**config.mk**
```make
export PLATFORM = sky130hd
export DESIGN_NAME = wma_filter
export DESIGN_NICKNAME = d
export VERILOG_FILES = /design/src/rtl/wma_pkg.sv /design/src/rtl/wma_weight.sv /design/src/rtl/wma_window.sv /design/src/rtl/wma_divider.sv /design/src/rtl/wma_filter.sv
export SDC_FILE = /design/constraint.sdc
export NUM_CORES = 1
export LEC_CHECK = 0
export BUFFER_PORTS_ARGS = -buffer_cell sky130_fd_sc_hd__buf_2
export CAP_MARGIN = 40
export CORE_MARGIN = 2
export CORE_UTILIZATION = 30
export CTS_CLUSTER_DIAMETER = 30
export CTS_CLUSTER_SIZE = 10
export DETAILED_ROUTE_END_ITERATION = 16
export GPL_TIMING_DRIVEN = 0
export PLACE_DENSITY = 0.44
export SLEW_MARGIN = 30
export SYNTH_ARGS = -nofsm -noshare
export SYNTH_HDL_FRONTEND = slang
export SYNTH_HIERARCHICAL = 1
export SYNTH_SLANG_ARGS = --single-unit
```
**constraint.sdc**
```tcl
create_clock -name clk -period 18.7 [get_ports clk]
set_input_delay 1.87 -clock clk [delete_from_list [all_inputs] [get_ports clk]]
set_output_delay 1.87 -clock clk [all_outputs]
set_load 0.02 [all_outputs]
```
**src/rtl/wma_pkg.sv**
```systemverilog
package wma_pkg;
  typedef logic [1:0] weight_t;

  // Weight chosen from the absolute step; the first sample has no reference.
  function automatic weight_t pick_weight(input logic first, input logic [31:0] step,
                                          input logic [31:0] lo, input logic [31:0] hi);
    if (first)           return 2'd1;
    else if (step <= lo) return 2'd1;
    else if (step <= hi) return 2'd2;
    else                 return 2'd3;
  endfunction

  function automatic logic [31:0] abs_step(input logic [31:0] a, input logic [31:0] b);
    return (a >= b) ? (a - b) : (b - a);
  endfunction
endpackage

```
**src/rtl/wma_weight.sv**
```systemverilog
module wma_weight #(
  parameter int DATA_W = 12
) (
  input  logic              clk,
  input  logic              rst_n,
  input  logic              push,
  input  logic [DATA_W-1:0] sample,
  input  logic [DATA_W-1:0] thr_lo,
  input  logic [DATA_W-1:0] thr_hi,
  output wma_pkg::weight_t  weight,
  output logic              first
);
  import wma_pkg::*;

  logic [DATA_W-1:0] prev_q;
  logic              have_q;
  logic [31:0]       step;

  assign first  = !have_q;
  assign step   = abs_step(32'(sample), 32'(prev_q));
  assign weight = pick_weight(first, step, 32'(thr_lo), 32'(thr_hi));

  always_ff @(posedge clk) begin
    if (!rst_n) begin
      prev_q <= '0;
      have_q <= 1'b0;
    end else if (push) begin
      prev_q <= sample;
      have_q <= 1'b1;
    end
  end

  // weight stays within the three legal levels
  a_r3_weight_legal: assert property (@(posedge clk) disable iff (!rst_n)
    push |-> (weight != 2'd0));
  // the first accepted sample after reset carries weight 1
  a_r2_first_unit: assert property (@(posedge clk) disable iff (!rst_n)
    (push && first) |-> (weight == 2'd1));
endmodule

```
**src/rtl/wma_window.sv**
```systemverilog
module wma_window #(
  parameter int DATA_W = 12,
  parameter int DEPTH  = 8,
  localparam int AW    = $clog2(DEPTH),
  localparam int SUM_W = DATA_W + AW + 2,
  localparam int WT_W  = $clog2(3 * DEPTH + 1)
) (
  input  logic              clk,
  input  logic              rst_n,
  input  logic              push,
  input  logic [DATA_W-1:0] sample,
  input  wma_pkg::weight_t  weight,
  output logic [SUM_W-1:0]  val_sum,
  output logic [WT_W-1:0]   wt_sum,
  output logic [AW:0]       fill
);
  import wma_pkg::*;

  logic [DATA_W-1:0] smp_q [DEPTH];
  weight_t           wt_q  [DEPTH];
  logic [AW-1:0]     wr_q;
  logic [AW:0]       fill_q;
  logic [SUM_W-1:0]  sum_q;
  logic [WT_W-1:0]   wsum_q;

  logic              full;
  logic [SUM_W-1:0]  add_prod, sub_prod;
  logic [WT_W-1:0]   sub_wt;

  assign full     = (fill_q == (AW+1)'(DEPTH));
  assign add_prod = SUM_W'(sample) * SUM_W'(weight);
  assign sub_prod = full ? SUM_W'(smp_q[wr_q]) * SUM_W'(wt_q[wr_q]) : '0;
  assign sub_wt   = full ? WT_W'(wt_q[wr_q]) : '0;

  always_ff @(posedge clk) begin
    if (!rst_n) begin
      for (int i = 0; i < DEPTH; i++) begin
        smp_q[i] <= '0;
        wt_q[i]  <= '0;
      end
      wr_q   <= '0;
      fill_q <= '0;
      sum_q  <= '0;
      wsum_q <= '0;
    end else if (push) begin
      smp_q[wr_q] <= sample;
      wt_q[wr_q]  <= weight;
      wr_q        <= wr_q + 1'b1;
      if (!full) fill_q <= fill_q + 1'b1;
      sum_q  <= sum_q - sub_prod + add_prod;
      wsum_q <= wsum_q - sub_wt + WT_W'(weight);
    end
  end

  assign val_sum = sum_q;
  assign wt_sum  = wsum_q;
  assign fill    = fill_q;

  // fill count never passes the window depth
  a_r5_fill_cap: assert property (@(posedge clk) disable iff (!rst_n)
    fill_q <= (AW+1)'(DEPTH));
  // weight total lies between one and three per stored entry
  a_r4_wsum_bounds: assert property (@(posedge clk) disable iff (!rst_n)
    (32'(wsum_q) >= 32'(fill_q)) && (32'(wsum_q) <= 3 * 32'(fill_q)));
  // value total bounded by the weight total times full scale
  a_r6_sum_bound: assert property (@(posedge clk) disable iff (!rst_n)
    64'(sum_q) <= 64'(wsum_q) * ((64'd1 << DATA_W) - 64'd1));
endmodule

```
**src/rtl/wma_divider.sv**
```systemverilog
module wma_divider #(
  parameter int NUM_W = 17,
  parameter int DEN_W = 5,
  parameter int OUT_W = 12,
  localparam int CNT_W = $clog2(NUM_W + 1)
) (
  input  logic             clk,
  input  logic             rst_n,
  input  logic             start,
  input  logic [NUM_W-1:0] num,
  input  logic [DEN_W-1:0] den,
  output logic             busy,
  output logic             done,
  output logic [OUT_W-1:0] quot
);
  logic [NUM_W-1:0] quo_q;
  logic [DEN_W-1:0] rem_q;
  logic [DEN_W-1:0] den_q;
  logic [CNT_W-1:0] cnt_q;
  logic             done_q;
  logic [DEN_W:0]   rem_sh;
  logic             fits;

  assign rem_sh = {rem_q, quo_q[NUM_W-1]};
  assign fits   = (rem_sh >= {1'b0, den_q});

  always_ff @(posedge clk) begin
    if (!rst_n) begin
      quo_q  <= '0;
      rem_q  <= '0;
      den_q  <= '0;
      cnt_q  <= '0;
      done_q <= 1'b0;
    end else begin
      done_q <= 1'b0;
      if (start) begin
        quo_q <= num;
        rem_q <= '0;
        den_q <= den;
        cnt_q <= CNT_W'(NUM_W);
      end else if (cnt_q != '0) begin
        quo_q <= {quo_q[NUM_W-2:0], fits};
        rem_q <= fits ? DEN_W'(rem_sh - {1'b0, den_q}) : rem_sh[DEN_W-1:0];
        cnt_q <= cnt_q - 1'b1;
        if (cnt_q == CNT_W'(1)) done_q <= 1'b1;
      end
    end
  end

  assign busy = (cnt_q != '0);
  assign done = done_q;
  assign quot = quo_q[OUT_W-1:0];

  // a divide never starts with an empty weight total
  a_r6_den_nonzero: assert property (@(posedge clk) disable iff (!rst_n)
    start |-> (den != '0));
  // the weighted average always fits the sample width
  a_r6_quot_fits: assert property (@(posedge clk) disable iff (!rst_n)
    done_q |-> (quo_q[NUM_W-1:OUT_W] == '0));
  // remainder stays below the divisor after every step
  a_r6_rem_below: assert property (@(posedge clk) disable iff (!rst_n)
    done_q |-> (rem_q < den_q));
endmodule

```
**src/rtl/wma_filter.sv**
```systemverilog
module wma_filter #(
  parameter int DATA_W = 12,
  parameter int DEPTH  = 8,
  localparam int AW    = $clog2(DEPTH),
  localparam int SUM_W = DATA_W + AW + 2,
  localparam int WT_W  = $clog2(3 * DEPTH + 1)
) (
  input  logic              clk,
  input  logic              rst_n,
  input  logic              in_valid,
  input  logic [DATA_W-1:0] in_sample,
  output logic              in_ready,
  input  logic [DATA_W-1:0] thr_lo,
  input  logic [DATA_W-1:0] thr_hi,
  output logic              out_valid,
  output logic [DATA_W-1:0] out_value
);
  import wma_pkg::*;

  logic             accept;
  logic             start_q;
  logic             div_busy;
  logic             div_done;
  weight_t          cur_weight;
  logic             is_first;
  logic [SUM_W-1:0] val_sum;
  logic [WT_W-1:0]  wt_sum;
  logic [AW:0]      fill;

  assign in_ready = !(start_q || div_busy);
  assign accept   = in_valid && in_ready;

  always_ff @(posedge clk) begin
    if (!rst_n) start_q <= 1'b0;
    else        start_q <= accept;
  end

  wma_weight #(.DATA_W(DATA_W)) u_weight (
    .clk(clk), .rst_n(rst_n), .push(accept), .sample(in_sample),
    .thr_lo(thr_lo), .thr_hi(thr_hi), .weight(cur_weight), .first(is_first)
  );

  wma_window #(.DATA_W(DATA_W), .DEPTH(DEPTH)) u_window (
    .clk(clk), .rst_n(rst_n), .push(accept), .sample(in_sample),
    .weight(cur_weight), .val_sum(val_sum), .wt_sum(wt_sum), .fill(fill)
  );

  wma_divider #(.NUM_W(SUM_W), .DEN_W(WT_W), .OUT_W(DATA_W)) u_div (
    .clk(clk), .rst_n(rst_n), .start(start_q), .num(val_sum), .den(wt_sum),
    .busy(div_busy), .done(div_done), .quot(out_value)
  );

  assign out_valid = div_done;

  // the cycle after an acceptance never accepts again
  a_r7_hold_off: assert property (@(posedge clk) disable iff (!rst_n)
    accept |=> !in_ready);
  // result strobe lasts a single cycle
  a_r8_single_pulse: assert property (@(posedge clk) disable iff (!rst_n)
    out_valid |=> !out_valid);
  // the first-sample flag only appears with an empty window
  a_r2_empty_on_first: assert property (@(posedge clk) disable iff (!rst_n)
    (accept && is_first) |-> (fill == '0));
  // a result is only produced while no new sample was taken in between
  a_r8_no_overlap: assert property (@(posedge clk) disable iff (!rst_n)
    out_valid |-> !start_q);
endmodule

```
==> flow_summary.yaml <==
run_status:
  status: "complete, no violations"
setup_path:
  critPathSlowestCell: "a2111oi_1"
  critPathArrivalTime_ns: 9.09
  critPathMaxStageDelay_ns: 0.72
  cp-end-kind: "register"
  startpoint_type: "input pin"
  critical_path_required_ns: 19.08
  worstSetupPathType: "in -> reg"
  crit_fanout: 13
  r2r_setup_slack_ns: 11.49
global_route:
  overflow: 0
  antenna_found_initial: 0
  grt_pass1_vias: 9222
  grt_usage: 0.156
  use_met2: 0.270
  met3_usage: 0.0246
  grt_pass1_wl_um: 52600
  grt_max_degree: 19
  use_met1: 0.203
  top_usage_layer: "met2"
final_layout:
  drive_gt1_frac: 0.130
  diodes: 0
  nets: 1497
  post-route-util: 0.343
  syn_to_final_growth_pct: 12.6
synthesis:
  netlist_area_sq_mm: 0.0128
  async_reset_ff_frac: 0
  yosysWarnings: 6
  syn_area_per_cell_sq_um: 10.2
  synth_cell_type_count: 76
  synth_seq_cells: 191
  synth_fp_nets: 1420
  synth_ff_type: "edfxtp_1"
  yosysSeqAreaShare: 0.387
  syn_inst: 1257
  synth_edf_count: 112
power:
  power_frac_comb: 0.523
  internal_power_uw: 1150
  powerDensity_mw_per_mm2: 135
  switching_share: 0.409
  ir_drop_v: 0.0000560
  p_leak_uw: 0.00585
  clkPwrFrac: 0.195
  p_switching_uw: 795
  p_seq_frac: 0.282
detailed_routing:
  ant_nets: 0
  first_pass_iters: 5
  vias: 9067
  post-route-drc-count: 0
  wl_per_cell_um: 17.7
  viasPerCell: 4.81
  wl_um: 33300
  drt_iter0_markers: 502
timing:
  drv_slew: 0
  hold_violations: 0
  slew_headroom: 0.443
  rsz0062_at_grt: "no"
  skew_ns: 0.0170
  whs_ns: 0.488
  fmax_mhz: 115
  post-route-period-util: 0.466
  timing.setup.tns_ns: 0
  setup_viol: 0
  period_needed_ns: 8.71
  worst_pin_slew_ns: 0.836
clock_tree:
  cts-root-buf: "clkbuf_16"
  htreeDepth: 4
  post-cts-setup-buffers: 0
  cts.path.max_buffers: 2
  cts_tree: "done"
  hold_buffers: 0
  clk_latency_ns: 0.46
  clk_pin_slew_ns: 0.07
  post_cts_resize_count: 0
  cts.sinks: 191
  cts_made_buffers: 17
flow_run:
  maxCapViolations: 0
floorplanning:
  dieHeight_um: 210
  core_area_sq_mm: 0.0419
  start_util: 0.305
  fp-row-count: 75
  fp.dieW_um: 210
  die-area_sq_mm: 0.0442
  boundaryPins: 53
placed_design:
  portBuffers: 52
  dp_hpwl_um: 25000
  gp_congestion: 0.817
hold_path:
  hp-class: "reg -> reg"
## per-layer routing
| layer | wire (um) | part of all wire | up-vias |
|---|---|---|---|
| met5 | 0 | 0 | - |
| met4 | 446 | 0.013 | 0 |
| met3 | 913 | 0.027 | 19 |
| met2 | 16400 | 0.49 | 109 |
| met1 | 15600 | 0.47 | 4425 |
| li1 | - | - | 4514 |
## area by class of cell
type	count	area (sq um)
tap	539	674
sequential	191	4940
clock inverter	12	150
buffer	67	373
fill	4298	27600
inverter	133	502
clock buffer	20	447
multi-input combinational	866	6970
timing repair buffer	58	320
## critical path, delay by kind of cell
| kind | cells | cell delay, ns |
|---|---|---|
| AO/OA/AOI/OAI | 10 | 2.42 |
| XOR/XNOR | 1 | 0.20 |
| adder cells (fa/ha/maj) | 6 | 2.18 |
| buffers and inverters | 6 | 1.07 |
| multiplexers | 2 | 0.50 |
| AND/OR/NAND/NOR | 5 | 0.83 |
## Yosys cell counts, types with 31 or more instances
cell	n	area, sq um
nand2_1	60	225
and2_1	136	851
o21ai_0	49	245
ha_1	93	1160
fa_1	31	621
a21oi_1	46	230
inv_1	130	488
mux2i_1	65	651
nor2_1	69	259
edfxtp_1	112	3360
dfxtp_1	79	1580
## layout by cell type, fill, tap and decap left out, types with 4 or more instances in the layout
cell       count
a211oi_1      10
a21o_1        22
a21oi_1       46
and2_1       136
and3_1         4
buf_1          4
buf_2         64
buf_4         15
buf_6         10
clkbuf_1      32
clkbuf_16     17
dfxtp_1       79
edfxtp_1     112
fa_1          31
ha_1          93
inv_1        130
inv_6          4
mux2i_1       65
mux4_2        28
nand2_1       60
nand2b_1      14
nand3_1       28
nand3b_1       5
nand4_1       10
nor2_1        69
nor2b_1       30
nor3_1        22
nor4_1        15
o211ai_1       4
o21a_1         9
o21ai_0       46
o21ai_1        5
o21ai_2        5
o21bai_1       4
o31ai_1        5
o41ai_1        4
or3_1         10
xnor2_1       18
xor2_1        20
## power by group through the flow
stage                     clock network [uW]  registers, uW  logic [uW]
after detailed placement                   0            558        1020
after global placement                     0            558        1020
final                                    379            548        1020
after floorplan                            0            542         793
after global routing                     407            556        1150
after CTS                                394            549        1030
## final timing paths
check | startpoint | to | depth (start not counted)
worst min register to register | u_weight/have_q$_SDFFE_PN0P_ | u_weight/have_q$_SDFFE_PN0P_ | 1
worst min-delay path | u_weight/have_q$_SDFFE_PN0P_ | u_weight/have_q$_SDFFE_PN0P_ | 1
worst max register to register | u_weight/prev_q[0]$_SDFFE_PN0P_ | u_window/val_sum[15]$_SDFFE_PN0P_ | 28
worst max-delay path | in_sample[3] | u_window/val_sum[15]$_SDFFE_PN0P_ | 30
## logic make-up after synthesis
logic type,after synthesis,synth area share
AND/OR/NAND/NOR,421,0.181
buffers and inverters,200,0.0685
flip-flops,191,0.387
AO/OA/AOI/OAI,185,0.0933
adder cells (fa/ha/maj),124,0.140
multiplexers,98,0.105
XOR/XNOR,38,0.0261
## sequential cells by signal, indices dropped and copies added (netlist names), named ones only
signal	count
u_window/wt_q	16
u_div/done	1
u_window/wr_q	3
start_q	1
u_window/val_sum	17
u_div/den_q	5
u_div/rem_q	5
u_div/quo_q	17
u_div/cnt_q	5
u_weight/have_q	1
u_window/wt_sum	5
u_weight/prev_q	12
u_window/smp_q	96
u_window/fill	4
## through the flow
step | setup WS, ns | total power [uW] | instances | cell area [sq um]
4_1_cts | 10.08 | 1980 | 1885 | 14400
6_report | 9.99 | 1940 | 1886 | 14400
3_3_place_gp | 9.61 | 1570 | 1848 | 13700
2_1_floorplan | 10.94 | 1330 | 1257 | 12800
3_5_place_dp | 9.59 | 1580 | 1853 | 13800
5_1_grt | 9.65 | 2110 | 1886 | 14400
No activity file was read; power rests on OpenSTA's default activity.
